===== src/rtl/colgen_pkg.sv =====
package colgen_pkg;
  localparam int BLC_W = 3;
  typedef logic [BLC_W-1:0] blen_code_t;

  localparam blen_code_t BLC_ONE   = 3'b000;
  localparam blen_code_t BLC_TWO   = 3'b001;
  localparam blen_code_t BLC_FOUR  = 3'b010;
  localparam blen_code_t BLC_EIGHT = 3'b011;
  localparam blen_code_t BLC_PAGE  = 3'b111;
endpackage


===== src/rtl/colgen_len_decode.sv =====
module colgen_len_decode
  import colgen_pkg::*;
#(
  parameter int COL_W = 8
) (
  input  blen_code_t       code_i,
  input  logic             wr_i,
  input  logic             one_wr_i,
  output logic [COL_W-1:0] mask_o,
  output logic             page_o
);
  logic force_one;
  assign force_one = wr_i & one_wr_i;

  always_comb begin
    mask_o = '0;
    page_o = 1'b0;
    if (!force_one) begin
      unique case (code_i)
        BLC_TWO:   mask_o = COL_W'(1);
        BLC_FOUR:  mask_o = COL_W'(3);
        BLC_EIGHT: mask_o = COL_W'(7);
        BLC_PAGE: begin
          mask_o = '1;
          page_o = 1'b1;
        end
        default:   mask_o = '0;
      endcase
    end
  end
endmodule


===== src/rtl/colgen_order.sv =====
module colgen_order #(
  parameter int COL_W = 8
) (
  input  logic [COL_W-1:0] base_i,
  input  logic [COL_W-1:0] beat_i,
  input  logic [COL_W-1:0] mask_i,
  input  logic             ilv_i,
  output logic [COL_W-1:0] addr_o
);
  logic [COL_W-1:0] sum;
  assign sum = base_i + beat_i;

  for (genvar b = 0; b < COL_W; b++) begin : g_bit
    logic wrap_bit;
    assign wrap_bit  = ilv_i ? (base_i[b] ^ beat_i[b]) : sum[b];
    assign addr_o[b] = mask_i[b] ? wrap_bit : base_i[b];
  end
endmodule


===== src/rtl/sdram_burst_colgen.sv =====
module sdram_burst_colgen
  import colgen_pkg::*;
#(
  parameter int COL_W = 8
) (
  input  logic             clk,
  input  logic             rst,
  input  logic             cmd_i,
  input  logic [COL_W-1:0] start_col_i,
  input  logic [2:0]       blen_i,
  input  logic             ilv_i,
  input  logic             wr_i,
  input  logic             one_wr_i,
  input  logic             stop_i,
  input  logic             adv_i,
  output logic [COL_W-1:0] col_o,
  output logic             valid_o,
  output logic             last_o
);
  logic [COL_W-1:0] base_q, mask_q, beat_q;
  logic             ilv_q, page_q;

  logic [COL_W-1:0] new_mask;
  logic             new_page;
  logic [COL_W-1:0] beat_nx, addr_nx;

  colgen_len_decode #(.COL_W(COL_W)) u_dec (
    .code_i  (blen_code_t'(blen_i)),
    .wr_i    (wr_i),
    .one_wr_i(one_wr_i),
    .mask_o  (new_mask),
    .page_o  (new_page)
  );

  assign beat_nx = beat_q + COL_W'(1);

  colgen_order #(.COL_W(COL_W)) u_ord (
    .base_i(base_q),
    .beat_i(beat_nx),
    .mask_i(mask_q),
    .ilv_i (ilv_q & ~page_q),
    .addr_o(addr_nx)
  );

  always_ff @(posedge clk) begin
    if (rst) begin
      valid_o <= 1'b0;
      last_o  <= 1'b0;
      col_o   <= '0;
      base_q  <= '0;
      mask_q  <= '0;
      beat_q  <= '0;
      ilv_q   <= 1'b0;
      page_q  <= 1'b0;
    end else if (cmd_i) begin
      valid_o <= 1'b1;
      col_o   <= start_col_i;
      last_o  <= (new_mask == '0) && !new_page;
      base_q  <= start_col_i;
      mask_q  <= new_mask;
      page_q  <= new_page;
      ilv_q   <= ilv_i;
      beat_q  <= '0;
    end else if (stop_i) begin
      valid_o <= 1'b0;
      last_o  <= 1'b0;
    end else if (valid_o && adv_i) begin
      if (last_o) begin
        valid_o <= 1'b0;
        last_o  <= 1'b0;
      end else begin
        beat_q <= beat_nx;
        col_o  <= addr_nx;
        last_o <= !page_q && (beat_nx == mask_q);
      end
    end
  end
endmodule


===== config.mk =====
export PLATFORM = sky130hd
export DESIGN_NAME = sdram_burst_colgen
export DESIGN_NICKNAME = d
export VERILOG_FILES = /design/src/rtl/colgen_pkg.sv /design/src/rtl/colgen_len_decode.sv /design/src/rtl/colgen_order.sv /design/src/rtl/sdram_burst_colgen.sv
export SDC_FILE = /design/constraint.sdc
export NUM_CORES = 1
export LEC_CHECK = 0
export BUFFER_PORTS_ARGS = -buffer_cell sky130_fd_sc_hd__buf_2
export CORE_MARGIN = 2
export CORE_UTILIZATION = 50
export DETAILED_ROUTE_END_ITERATION = 6
export MAX_ROUTING_LAYER = met4
export PLACE_DENSITY = 0.71
export SYNTH_ARGS = -nofsm -noshare
export SYNTH_HDL_FRONTEND = slang
export SYNTH_SLANG_ARGS = --single-unit

===== constraint.sdc =====
create_clock -name clk -period 3.1 [get_ports clk]
set_input_delay 0.31 -clock clk [delete_from_list [all_inputs] [get_ports clk]]
set_output_delay 0.31 -clock clk [all_outputs]
set_load 0.05 [all_outputs]

## Word level (Yosys, flattened, before mapping)

Cells that the tools add are included.

- ROM bits: 0
- Register bits: 36
- Latch bits: 0
- Bits in writable memories: 0
- Memories: 0

- Magnitude comparators: 0
- Add/subtract/negate cells: 2
- Multiplexer cells: 32
- Bitwise operators: 13
- Shifts and indexed selects: 0
- Equal/unequal tests: 7
- Reduce and logical (&&, ||, !) cells: 13
- $mul: 0
- Divide/modulo/power cells: 0

Operators by type and width:

| kind | number |
|---|---|
| two-way mux 8 bit | 5 |
| case mux 8 bit (4 select lines) | 1 |
| two-way mux 1 bit | 26 |
| adder 8 x 1 -> 8 bit (second input constant) | 1 |
| adder 8 bit | 1 |
| == test 8 bit | 1 |
| zero test 8 bit | 1 |
| bitwise XOR 1 bit | 8 |
| == test 3 x 2 -> 1 bit (second input constant) | 2 |
| AND reduction 3 bit | 2 |
| nonzero test 3 bit | 2 |
| inequality test 2 bit (second input constant) | 2 |
| == test 3 x 1 -> 1 bit (second input constant) | 1 |
| == test 3 bit (second input constant) | 1 |
| logical AND 1 bit | 3 |
| NOT 1 bit | 3 |
| AND 1 bit | 2 |
| zero test 1 bit | 2 |
| AND reduction 2 bit | 1 |
| nonzero test 2 bit | 1 |
| OR reduction 2 bit | 1 |

## Logic depth before layout (Yosys ltp)

- Depth in word-level cells: 8
- Gate-level depth with buffers: 11

## Hierarchy

A second synthesis with hierarchy kept.

- Cell total of the unflattened synthesis: 261
- Area total of the unflattened synthesis: 2247.2 µm²

Modules (own cells, without submodules):

| module | area each (µm²) | times used | cells an instance |
|---|---|---|---|
| sdram_burst_colgen | 1729.2 | 1 | 186 |
| colgen_order | 417.9 | 1 | 61 |
| colgen_len_decode | 100.1 | 1 | 14 |

## Worst setup path after synthesis

No wires, ideal clock.

- Path type: flip-flop to flip-flop
- From: register beat_q[0]
- To: register col_o[7]
- Clock period less this slack: 2494 ps
- Path buffers: 0
- Path slack: 606 ps
- Library setup time: 62 ps
- Arrival: 2432 ps
- Stages on the path, launching flop included: 11
- Cell sequence: dfxtp_1 ha_1 nand3_1 xnor2_1 ha_1 inv_1 nor2_1 a311o_1 a41oi_2 mux2_1 nand3_1

- Longest elaborated chain between the ends: 8
- Elaborated cells on any way between the ends: 9

RTL lines:

| element | line | RTL |
|---|---|---|
| start: declaration | sdram_burst_colgen.sv:20 | `logic [COL_W-1:0] base_q, mask_q, beat_q;` |
| start signal: assignment | sdram_burst_colgen.sv:72 | `beat_q <= beat_nx;` |
| adder 8 x 1 -> 8 bit | sdram_burst_colgen.sv:35 | `assign beat_nx = beat_q + COL_W'(1);` |
| via beat_nx[4] | sdram_burst_colgen.sv:25 | `logic [COL_W-1:0] beat_nx, addr_nx;` |
| adder 8 bit | colgen_order.sv:11 | `assign sum = base_i + beat_i;` |
| two-way mux 1 bit | colgen_order.sv:15 | `assign wrap_bit = ilv_i ? (base_i[b] ^ beat_i[b]) : sum[b];` |
| two-way mux 1 bit | colgen_order.sv:16 | `assign addr_o[b] = mask_i[b] ? wrap_bit : base_i[b];` |
| two-way mux 8 bit | sdram_burst_colgen.sv:68 | `if (last_o) begin` |
| two-way mux 8 bit | sdram_burst_colgen.sv:67 | `end else if (valid_o && adv_i) begin` |
| two-way mux 8 bit | sdram_burst_colgen.sv:64 | `end else if (stop_i) begin` |
| two-way mux 8 bit | sdram_burst_colgen.sv:55 | `end else if (cmd_i) begin` |
| end signal: assignment | sdram_burst_colgen.sv:57 | `col_o <= start_col_i;` |
| end signal: assignment | sdram_burst_colgen.sv:73 | `col_o <= addr_nx;` |
| end: declaration | sdram_burst_colgen.sv:16 | `output logic [COL_W-1:0] col_o,` |

The timed path passes the listed nets, and every way through them passes these cells. The select of a mux whose other input is x is not followed.
A chain may end at the register's enable or synchronous reset.

## Worst setup path after layout

Ends and elaborated chain as after synthesis.

==> results by group <==
Run status
  • Status: finished clean

Logic synthesis
  • Synth Register Bits: 32
  • Post-synth EDFFs: 0
  • Asr flop ratio synth: 0%
  • Syn Inst Count: 240
  • Syn avg cell area: 8.07 sq um
  • Synthesized Nets: 270
  • Synth top area share: 33.1%
  • Yosys cell types: 47
  • Top cells by area, synth: dfxtp_1 33%, nor2_1 6.8%, ha_1 6.5%
  • Sequential share of the synthesized area: 33.1%
  • Cell Area, Synth: 1940 sq um
  • Predominant post-synthesis flop cell: dfxtp_1
  • Ys Warns: 0
  • Post-synthesis cell type with the largest combined area: dfxtp_1

Global route
  • GRT Total Usage: 23.3%
  • Grt ovf: 0
  • First-pass GRT wire length: 7490 um
  • Initial antenna violation count: 0
  • Largest net degree at the start of global routing: 26
  • Vias in the first global route: 1647

Setup path
  • Worst Path Required: 3.33 ns
  • Critical Path Start Type: register
  • CP endpoint kind: register
  • Crit Path Class: reg2reg
  • Worst path arrival time: 2.97 ns
  • Crit path max fanout: 6

Timing
  • Achievable Freq: 0.364 GHz
  • Slew Limit Fails: 0
  • Final hold violations: 0
  • Final Skew: 0.00606 ns
  • RSZ-0062 raised after global routing: false
  • Final period util: 88.6%
  • Setup_tns: 0 ns
  • Slew @ Worst Pin: 0.500 ns
  • Final worst path period need: 2.75 ns
  • Final setup violation count: 0
  • Slew HR: 66.4%

Place
  • Buffers on Ports: 28
  • DP Wirelength: 3180 um
  • Placer congestion estimate: 0.886
  • Area after DPL: 2100 sq um

Route
  • Initial drt markers: 99
  • Vias: 1771
  • WL/cell: 13.9 um
  • Met2 wire len: 2030 um
  • DRT Pass-1 Iters: 4
  • Post-route DRC violation count: 0
  • Remaining antenna violation count: 0
  • Vias per cell: 5.64
  • DR WL met3: 160 um
  • Top Layer Used: met4
  • Post-Route WL: 4350 um
  • Wl on met1: 2060 um

Cells and area
  • Fill cells: 371
  • Share of cells above drive strength 1: 16.2%
  • Area of the multi-input gates: 1210 sq um
  • FF+latch area: 641 sq um
  • Area Growth Syn to Fin: 12.5%
  • Finished Cell Area: 2180 sq um
  • Layout Nets: 296
  • # diodes: 0

Clocking
  • CTS Buf Count: 5
  • CTS tree: done
  • Clock tree buffer depth: 2
  • CTS root buf: clkbuf_8
  • Worst-path clk slew: 0.07 ns
  • Clk_lat worst skew: 0.29 ns
  • Post-CTS setup buffer count: 0
  • Htree depth: 2
  • Cts hold-fix bufs: 0
  • Number of clock sinks: 32
  • Post-CTS Resized: 0

Pwr
  • Leak: 0.927 nW
  • PwrDens: 411 nW/um^2
  • Peak VDD IR: 0.000319 V

Floorplanning
  • Die height: 66.2 um
  • Die Span X: 66.2 um
  • Core area: 3690 sq um
  • Die ar.: 4390 sq um
  • Initial core utilization: 52.5%
  • I/O Pins: 29
  • # rows: 22

Min path
  • Worst hold path type: in2reg

Run
  • MaxCap Viol Count: 0
==> power by group <==
group,leakage (nW),switching [mW],internal (mW)
clock,0.0410,0.157,0.153
sequential,0.262,0.0163,0.429
combinational,0.623,0.0921,0.0476
==> kinds of logic after synthesis <==
group | after synthesis | synth area share [%]
AOI/OAI and AO/OA | 52 | 17.6
DFF | 32 | 33.1
xor gates and xnor gates | 18 | 8.14
adders and majority gates | 11 | 7.49
muxes | 10 | 5.23
and+or+nand+nor | 96 | 24.0
buffers and inverters | 21 | 4.39
==> routing by layer <==
metal  global-route usage (%)  vias up
li1                         -      902
met1                     27.7      823
met2                     37.5       35
met3                     4.94       11
met4                     10.7        0
met5                        -        -
==> cell usage in the layout, fill, tap and decap left out, drive strengths merged, types with 2 or more instances in the layout <==
cell,Yosys,routed
a211oi,3,3
a21o,2,2
a21oi,21,21
a221oi,3,3
a311oi,2,2
a31oi,2,2
a41oi,3,3
buf,4,29
clkbuf,6,6
dfxtp,32,32
ha,10,10
inv,11,11
mux2i,9,9
nand2,25,25
nand2b,2,2
nand3,10,10
nand4,5,5
nor2,35,35
nor2b,3,3
nor3,6,6
nor4,3,3
o21ai,7,7
o22ai,2,2
or3,4,4
xnor2,12,12
xor2,6,6
==> cell type report <==
type	count	share of cell area (%)
clock buffers	6	3.33
clock inverters	1	0.230
inverters	11	1.90
multi-input cells	187	55.6
flip-flops and latches	32	29.4
well taps	48	2.76
repair buffers	29	6.78
==> synthesized netlist by cell type, types with 3 or more instances <==
cell	count
nand2_1	24
clkbuf_1	5
nand3_1	8
mux2i_1	9
ha_1	10
nor2_1	35
or3_1	4
a21oi_1	21
a211oi_1	3
o21ai_0	7
dfxtp_1	32
nor3_1	6
nor2b_1	3
nand4_1	5
inv_1	10
xor2_1	6
a221oi_1	3
xnor2_1	12
==> sequential cells by signal, summed over array words and instances (netlist names) <==
signal   cells
base_q       8
beat_q       8
col_o        8
mask_q       4
ilv_q        1
last_o       1
page_q       1
valid_o      1
==> worst paths after layout <==
kind	end	slack (ns)	from	cells past startpoint
max	col_o[7]$_SDFFE_PP0P_	0.35	beat_q[0]$_SDFFE_PP0P_	10
min	col_o[0]$_SDFFE_PP0P_	0.27	start_col_i[0]	3
max reg2reg	col_o[7]$_SDFFE_PP0P_	0.35	beat_q[0]$_SDFFE_PP0P_	10
min reg2reg	page_q$_SDFFE_PP0P_	0.47	page_q$_SDFFE_PP0P_	2
==> worst max-delay path, cell delays in order, from the launching register on <==
cell and delay (ns):
dfxtp_1 0.46, ha_1 0.27, nand3_1 0.14, xnor2_1 0.29
ha_1 0.30, inv_1 0.13, nor2_1 0.08, a311o_1 0.36
a41oi_2 0.25, mux2_1 0.34, nand3_1 0.07
==> per-stage QoR <==
| stage | util, % | total power, mW | setup WS (ns) | cells | hold WS (ns) |
|---|---|---|---|---|---|
| after floorplan | - | 0.554 | 0.606 | 240 | 0.422 |
| after global placement | 57.0 | 0.592 | 0.454 | 307 | 0.462 |
| after detailed placement | 57.0 | 0.594 | 0.380 | 307 | 0.470 |
| after CTS | 59.1 | 0.902 | 0.344 | 314 | 0.260 |
| after global routing | 59.1 | 0.939 | 0.154 | 314 | 0.290 |
| final | 59.1 | 0.895 | 0.353 | 314 | 0.268 |
Power figures use the tool's default switching activity.
